**src/rtl/afu_desc_pkg.sv**
```systemverilog
package afu_desc_pkg;

  typedef enum logic [1:0] {
    RA_SELECT = 2'd0,
    RA_WINOFS = 2'd1,
    RA_WINDAT = 2'd2,
    RA_RSVD   = 2'd3
  } reg_addr_e;

  localparam logic [15:0] LEN_V10 = 16'h0058;
  localparam logic [15:0] LEN_V11 = 16'h0060;

  // Constant descriptor content for one accelerator at one byte offset.
  function automatic logic [31:0] desc_word(input logic [7:0] idx,
                                            input logic [30:0] ofs,
                                            input logic present);
    logic [15:0] len;
    logic [30:0] base;
    logic [4:0]  widx;
    logic [7:0]  k;
    logic [31:0] w;
    len  = idx[0] ? LEN_V10 : LEN_V11;
    base = {ofs[30:2], 2'b00};
    widx = ofs[6:2];
    k    = 8'(widx) - 8'd1;
    w    = '0;
    if (present && (base < 31'(len))) begin
      case (widx)
        5'd0: w = {len, 8'h01, (idx[0] ? 8'h00 : 8'h01)};
        5'd1, 5'd2, 5'd3, 5'd4, 5'd5, 5'd6:
          w = {8'h30 + k, 8'h5F, 8'h41 + idx, 8'h61 + idx};
        5'd7: w = {idx + 8'd1, {idx[6:0], 1'b0}, idx[1:0], ~idx[1:0],
                   4'h0, 8'hA0 + idx};
        default: w = {idx, 8'hC3, 8'h00, 3'b000, widx};
      endcase
    end
    return w;
  endfunction

endpackage

```
**src/rtl/afu_desc_rom.sv**
```systemverilog
module afu_desc_rom
  import afu_desc_pkg::*;
#(
  parameter int IDX_W = 6,
  parameter logic [(1<<IDX_W)-1:0] PRESENT_MASK = 64'h0000_0000_0000_000B
) (
  input  logic             clk,
  input  logic             rst,
  input  logic [IDX_W-1:0] idx,
  input  logic [30:0]      ofs,
  output logic [31:0]      word_q
);
  logic present;
  assign present = PRESENT_MASK[idx];

  // Registered lookup: a constant table read with an output register.
  always_ff @(posedge clk) begin
    if (rst) word_q <= '0;
    else     word_q <= desc_word(8'(idx), ofs, present);
  end
endmodule

```
**src/rtl/afu_fetch_timer.sv**
```systemverilog
module afu_fetch_timer #(
  parameter int LAT = 4
) (
  input  logic clk,
  input  logic rst,
  input  logic start,
  input  logic cancel,
  output logic valid,
  output logic done
);
  localparam int CW = $clog2(LAT + 1);
  localparam logic [CW-1:0] LOAD = CW'(LAT);

  logic [CW-1:0] cnt_q;

  assign done = (cnt_q == CW'(1));

  always_ff @(posedge clk) begin
    if (rst) begin
      cnt_q <= '0;
      valid <= 1'b0;
    end else if (start) begin
      cnt_q <= LOAD;
      valid <= 1'b0;
    end else if (cancel) begin
      cnt_q <= '0;
      valid <= 1'b0;
    end else if (done) begin
      cnt_q <= '0;
      valid <= 1'b1;
    end else if (cnt_q != '0) begin
      cnt_q <= cnt_q - CW'(1);
    end
  end
endmodule

```
**src/rtl/afu_desc_window.sv**
```systemverilog
module afu_desc_window
  import afu_desc_pkg::*;
#(
  parameter int IDX_W     = 6,
  parameter int FETCH_LAT = 4,   // must be at least 2 (lookup is registered)
  parameter logic [(1<<IDX_W)-1:0] PRESENT_MASK = 64'h0000_0000_0000_000B
) (
  input  logic        clk,
  input  logic        rst,
  input  logic [1:0]  reg_addr,
  input  logic        reg_we,
  input  logic [31:0] reg_wdata,
  output logic [31:0] reg_rdata
);
  localparam int PAD_W = 32 - IDX_W;

  logic [IDX_W-1:0] idx_q;
  logic [30:0]      ofs_q;
  logic [31:0]      data_q;
  logic [31:0]      rom_word;
  logic             wr_sel, wr_ofs;
  logic             fetch_valid, fetch_done;

  assign wr_sel = reg_we && (reg_addr == RA_SELECT);
  assign wr_ofs = reg_we && (reg_addr == RA_WINOFS);

  always_ff @(posedge clk) begin
    if (rst) begin
      idx_q <= '0;
      ofs_q <= '0;
    end else begin
      if (wr_sel) idx_q <= reg_wdata[IDX_W-1:0];
      if (wr_ofs) ofs_q <= reg_wdata[30:0];
    end
  end

  afu_desc_rom #(
    .IDX_W(IDX_W),
    .PRESENT_MASK(PRESENT_MASK)
  ) u_rom (
    .clk(clk),
    .rst(rst),
    .idx(idx_q),
    .ofs(ofs_q),
    .word_q(rom_word)
  );

  afu_fetch_timer #(
    .LAT(FETCH_LAT)
  ) u_timer (
    .clk(clk),
    .rst(rst),
    .start(wr_ofs),
    .cancel(wr_sel),
    .valid(fetch_valid),
    .done(fetch_done)
  );

  always_ff @(posedge clk) begin
    if (rst)             data_q <= '0;
    else if (fetch_done) data_q <= rom_word;
  end

  always_ff @(posedge clk) begin
    if (rst) begin
      reg_rdata <= '0;
    end else begin
      case (reg_addr)
        RA_SELECT: reg_rdata <= {{PAD_W{1'b0}}, idx_q};
        RA_WINOFS: reg_rdata <= {fetch_valid, ofs_q};
        RA_WINDAT: reg_rdata <= data_q;
        default:   reg_rdata <= '0;
      endcase
    end
  end
endmodule

```
**config.mk**
```make
export PLATFORM = sky130hd
export DESIGN_NAME = afu_desc_window
export DESIGN_NICKNAME = d
export VERILOG_FILES = /design/src/rtl/afu_desc_pkg.sv /design/src/rtl/afu_desc_rom.sv /design/src/rtl/afu_fetch_timer.sv /design/src/rtl/afu_desc_window.sv
export SDC_FILE = /design/constraint.sdc
export NUM_CORES = 1
export LEC_CHECK = 0
export BUFFER_PORTS_ARGS = -buffer_cell sky130_fd_sc_hd__buf_2
export CORE_ASPECT_RATIO = 2
export CORE_MARGIN = 5
export CORE_UTILIZATION = 40
export CTS_BUF_LIST = sky130_fd_sc_hd__clkbuf_8
export CTS_CLUSTER_SIZE = 40
export DETAILED_ROUTE_END_ITERATION = 8
export PLACE_DENSITY = 0.57
export SYNTH_ARGS = -nofsm -noshare
export SYNTH_HDL_FRONTEND = slang
export SYNTH_SLANG_ARGS = --single-unit
export TNS_END_PERCENT = 10
```
**constraint.sdc**
```tcl
create_clock -name clk -period 2.5 [get_ports clk]
set_input_delay 0.25 -clock clk [delete_from_list [all_inputs] [get_ports clk]]
set_output_delay 0.25 -clock clk [all_outputs]
set_load 0.01 [all_outputs]
```
# After elaboration in Yosys (flattened, before gate mapping)
# Memory sizes are Yosys's and may differ from the RTL's. A register that Yosys moved wholly into a read port is not among the register bits.
# Index checks and enable logic that the tools add are counted.
# op_classes
n_reduce_logical	11
eq_ne	10
n_addsub	7
n_mux	11
magnitude_cmp	2
bitwise	2
# ops
op	n
case mux 32 bit (3 select lines)	2
less-than comparator 31 x 16 -> 1 bit	1
equality test 5 x 3 -> 1 bit, second input constant	4
two-way mux 6 bit	3
adder 7 x 6 -> 8 bit, first input constant	2
two-way mux 3 bit	4
equality test 5 x 2 -> 1 bit, second input constant	2
adder 6 x 8 -> 8 bit, first input constant	1
adder 8 x 6 -> 8 bit, first input constant	1
adder 6 x 1 -> 7 bit, second input constant	1
less-than comparator 6 x 7 -> 1 bit, second input constant	1
OR reduction 6 bit	1
subtractor 5 x 1 -> 6 bit, second input constant	1
equality test 5 x 1 -> 1 bit, second input constant	1
zero test 5 bit	1
nonzero test 4 bit	1
OR reduction 4 bit	1
equality test 3 x 1 -> 1 bit, second input constant	1
logical AND 1 bit	3
nonzero test 3 bit	1
OR reduction 3 bit	1
subtractor 3 x 1 -> 3 bit, second input constant	1
equality test 2 x 1 -> 1 bit, second input constant	1
equality test 2 bit, second input constant	1
other kinds (5)	6
# totals
romBits	64
register_bits	137
in_bits	37
memories	1
wordCells	52
# memory_table
memory	depth	word_bits	read_ports	rd_clocked_by_memory_dff	write_ports	line_no	source
(no name shown)	64	1	1	1	0	afu_desc_rom.sv:14	assign present = PRESENT_MASK[idx];

# Longest topological paths before layout
# depth
word_depth	5
depth_mapped	8
depth_no_buf	8

# By module
# From an unflattened synthesis, not the netlist that was laid out.
# hier_totals
cells_unflattened	607
hier_area_um2	5940.7
# by_module_without_submodules
mod	cells_per_inst	n_inst	seq_area_each_um2	area_per_inst_um2
afu_desc_window	407	1	2021.9	4129.0
afu_desc_rom	177	1	620.6	1589.0
afu_fetch_timer	23	1	80.1	222.7

# Worst setup path after synthesis
# Ideal clock, no wire load.
# synth_path
kind	flip-flop to flip-flop
from	register ofs_q[2]
to	register u_rom.word_q[12]
period_less_slack_ns	1.932
setup_time_ns	0.117
required_ns	2.383
setup_slack_ns	0.568
path_stages_with_launch	8
t_arrival_ns	1.815
cell_sequence	dfxtp_1 inv_1 ha_1 a211oi_4 nand2_1 buf_2 a22oi_1 nor2_1
# synth_between
elab_chain_cells	4
elab_cells_between_ends	14
cone_classes	1 x order compare; 7 x eq/ne; 1 x mux; 1 x bitwise; 4 x reduce/logical
# synth_lines
element	line_no	source
start, declared	afu_desc_window.sv:18	logic [30:0] ofs_q;
start signal, assigned	afu_desc_window.sv:33	if (wr_ofs) ofs_q <= reg_wdata[30:0];
less-than comparator 31 x 16 -> 1 bit	afu_desc_pkg.sv:27	if (present && (base < 31'(len))) begin
logical AND 1 bit	afu_desc_pkg.sv:27	
NOT 1 bit (no line)	--	
OR reduction 2 bit (no line)	--	
end signal, assigned	afu_desc_rom.sv:19	else word_q <= desc_word(8'(idx), ofs, present);
end, declared	afu_desc_rom.sv:11	output logic [31:0] word_q
# Parallel ways exist; a longest one is shown, timed or not.
# A chain may end at the register's enable or synchronous reset.

# Worst setup path in the final report
# layout_path
from	register idx_q[0]
to	register u_rom.word_q[30]
# layout_between
elab_chain_cells	5
elab_cells_between_ends	7
cone_classes	1 x add/sub; 1 x order compare; 2 x mux; 1 x bitwise; 2 x reduce/logical
# layout_lines
element	line_no	source
start, declared	afu_desc_window.sv:17	logic [IDX_W-1:0] idx_q;
start signal, assigned	afu_desc_window.sv:32	if (wr_sel) idx_q <= reg_wdata[IDX_W-1:0];
two-way mux 6 bit	afu_desc_pkg.sv:22	len = idx[0] ? LEN_V10 : LEN_V11;
less-than comparator 31 x 16 -> 1 bit	afu_desc_pkg.sv:27	
logical AND 1 bit	afu_desc_pkg.sv:27	
NOT 1 bit (no line)	--	
OR reduction 2 bit (no line)	--	
# Parallel ways exist; a longest one is shown, timed or not.

==> results.py <==
metrics = {
    "status": {
        "status": "completed",
    },
    "finish": {
        "final_layout_size_suffix_gt1_frac": 0.188,
        "fin_area_um2": 6390,
        "diodes": 0,
        "final_nets": 758,
        "flow.area_growth_from_synthesis_pct": 17.1,
        "stdcell_count": 877,
    },
    "timing": {
        "hold_slack_ns": 0.0414,
        "worst_slew_pin_slew_ns": 0.849,
        "final.period_utilization": 0.804,
        "setup_tns_ns": 0,
        "setup_viol": 0,
        "hold_violations": 0,
        "skew_ns": 0.0193,
        "period_minus_slack_ns": 2.01,
        "rsz0062_at_grt": "false",
        "maxSlewHeadroom": 0.434,
        "max_freq_ghz": 0.498,
        "slew_violations": 0,
    },
    "clock_tree": {
        "clock-sinks": 136,
        "tritoncts": "built",
        "cts_resized": 0,
        "clock_path_buffers": 2,
        "cts_setup_buffers": 0,
        "clkLatencyLatePin_ns": 0.44,
        "cts_hold_buf": 0,
        "clockRootBuffer": "clkbuf_8",
        "clk_transition_reported_paths_ns": 0.08,
        "htreeDepth": 4,
        "cts_inserted_buffers": 17,
    },
    "setup_path": {
        "endpoint_kind": "register",
        "max_stage_delay_ns": 0.43,
        "crit_fanout": 12,
        "worstPathRequired_ns": 2.84,
        "arrival_ns": 2.35,
        "cp_slowest_cell": "dfxtp_1",
        "path_cells": "ha_1 -> a211oi_2 -> and4_2 -> nand3_1 -> a21oi_1",
        "critPathKind": "reg2reg",
        "cp-start-kind": "register",
    },
    "grt": {
        "grt_pass1_wl_um": 25100,
        "grt_remaining_overflow": 0,
        "antenna_found_initial": 0,
        "grt_start_max_net_pins": 86,
        "grt_pass1_vias": 4904,
        "grtUsageTotal": 0.199,
    },
    "power": {
        "irDropWorstVdd_v": 0.000347,
        "power.density_nw_per_um2": 769,
        "cellLeakagePower_uw": 0.00245,
    },
    "die": {
        "num_rows": 60,
        "start_util": 0.406,
        "core_um2": 13400,
        "io_pins": 69,
        "fp.dieW_um": 92.6,
        "die_h_um": 175,
        "fp.dieArea_um2": 16200,
    },
    "yosys": {
        "synth.distinct_cells": 51,
        "ys_seq_area_frac": 0.499,
        "ys_ff_latch": 136,
        "synth_cells": 648,
        "syn-cell-area_um2": 5450,
        "yosysWarnings": 0,
        "synth_nets": 697,
        "synth_area_per_cell_um2": 8.41,
    },
    "detailed_routing": {
        "ant_nets": 0,
        "maxUsedRoutingLayer": "met4",
        "vias_per_cell": 5.33,
        "vias": 4676,
        "drc": 0,
        "wl_met3_um": 559,
        "met2WireLength_um": 8380,
        "wl_per_cell_um": 17.6,
        "routed_wl_um": 15500,
        "drt_iter0_drc": 272,
        "first_pass_iters": 5,
        "drt-met1-wl_um": 5770,
    },
    "job": {
        "drv_cap": 0,
    },
    "placement": {
        "port_buffers": 67,
        "dpl_cell_area_um2": 5960,
        "gp_congestion": 0.956,
        "dp.cells": 845,
        "dp_hpwl_um": 11400,
    },
    "min_path": {
        "hold_path.class": "in2reg",
    },
}
-- synthesized netlist by cell type (all sizes together) --
library cell	count	area, um^2
a2111oi	1	15.0
a211o	1	8.76
a211oi	8	77.6
a21o	1	7.51
a21oi	84	420
a221oi	3	26.3
a22oi	29	218
a2bb2oi	3	26.3
a311oi	2	17.5
a31oi	6	37.5
a32o	1	10.0
a32oi	1	8.76
and2	2	12.5
and3	3	18.8
and3b	1	8.76
and4	1	10.0
buf	26	151
clkbuf	28	105
dfxtp	136	2720
ha	12	150
inv	10	37.5
mux2i	12	120
nand2	140	526
nand2b	6	37.5
nand3	6	30.0
nand3b	2	15.0
nand4	3	18.8
nor2	65	244
nor2b	5	31.3
nor3	10	50.1
nor3b	3	22.5
nor4	9	71.3
nor4b	1	8.76
o2111ai	1	8.76
o211ai	2	20.0
o21a	2	15.0
o21ai	12	63.8
o21bai	1	7.51
or2	1	6.26
or3	2	12.5
or4b	1	10.0
xnor2	2	17.5
xor2	3	26.3
-- kinds of logic after synthesis --
family | count (synthesis) | share of synthesized area
compound gates | 158 | 0.181
xor+xnor | 5 | 0.00803
fa+ha+maj | 12 | 0.0275
buf+inv | 64 | 0.0539
flops | 136 | 0.499
mux | 12 | 0.0220
simple gates | 261 | 0.208
-- path summary, 6_finish.rpt --
path	from	end	slack, ns	cells after the start
setup / recovery	idx_q[0]	u_rom.word_q[30]	0.49	5
hold / removal	reg_wdata[11]	ofs_q[11]	0.04	3
setup reg to reg	idx_q[0]	u_rom.word_q[30]	0.49	5
hold reg to reg	u_rom.word_q[13]	data_q[13]	0.43	2
-- report_power, final --
part	switching [uW]	total [uW]	leakage, uW	internal (uW)
sequential	57.3	2300	0.00110	2240
clock	893	1910	0.000205	1020
combinational	462	702	0.00115	240
-- metrics by stage --
step,util,worst slack (ns),total power (uW)
floorplan,-,0.568,2820
global route,0.475,0.355,5140
finish,0.475,0.490,4910
global placement,0.444,0.537,3010
CTS,0.475,0.491,4950
detailed placement,0.444,0.567,3050
-- area by class of cell --
cell class	instances	area, um^2
fill	1335	7050
sequential	136	2720
multi-input combinational	448	2440
timing repair buffer	96	568
clock buffer	18	248
tap	155	194
clock inverter	14	175
inverter	10	37.5
-- layer usage --
| layer | GRT usage | up-vias |
|---|---|---|
| met4 | 0.132 | 0 |
| met1 | 0.200 | 2204 |
| met2 | 0.356 | 104 |
| li1 | - | 2331 |
| met3 | 0.0465 | 37 |
| met5 | 0 | - |
-- layout by cell type (no fill, tap or decap), types with 2 or more instances in the layout --
cell type,netlist,routed
buf_4,1,29
inv_1,10,11
a22oi_1,29,29
xor2_1,3,3
nand2b_1,6,6
buf_2,22,66
xnor2_1,2,2
nor2b_1,5,3
a21oi_1,84,84
nand3_1,6,6
nand2_1,140,140
nor2b_2,0,2
bufinv_16,0,3
or3_1,2,2
dfxtp_1,136,136
a31oi_1,6,6
and3_1,3,3
nor2_1,65,65
ha_1,12,12
a221oi_1,3,3
and2_1,1,2
a2bb2oi_1,3,3
o21ai_0,11,11
nand3b_1,2,2
a211oi_1,6,6
nand4_1,3,3
clkinv_4,0,3
clkbuf_8,0,18
a311oi_1,2,2
mux2i_1,12,12
nor3_1,10,10
nor3b_1,3,3
clkinvlp_4,0,4
o21a_1,2,2
nor4_1,8,8
-- critical path: cells and delay by family (launching register included) --
family	cells	cell delay, ns
adders and majority gates	1	0.27
AOI/OAI and AO/OA	2	0.52
DFF	1	0.43
and+or+nand+nor	2	0.69
-- flip-flops by register name, indices dropped and copies added (netlist names) --
signal and count:
u_rom.present 1, ofs_q 31, u_rom.word_q 31, reg_rdata 32, u_timer.valid 1, data_q 31, idx_q 6, u_timer.cnt_q 3
Power figures use the tool's default switching activity.
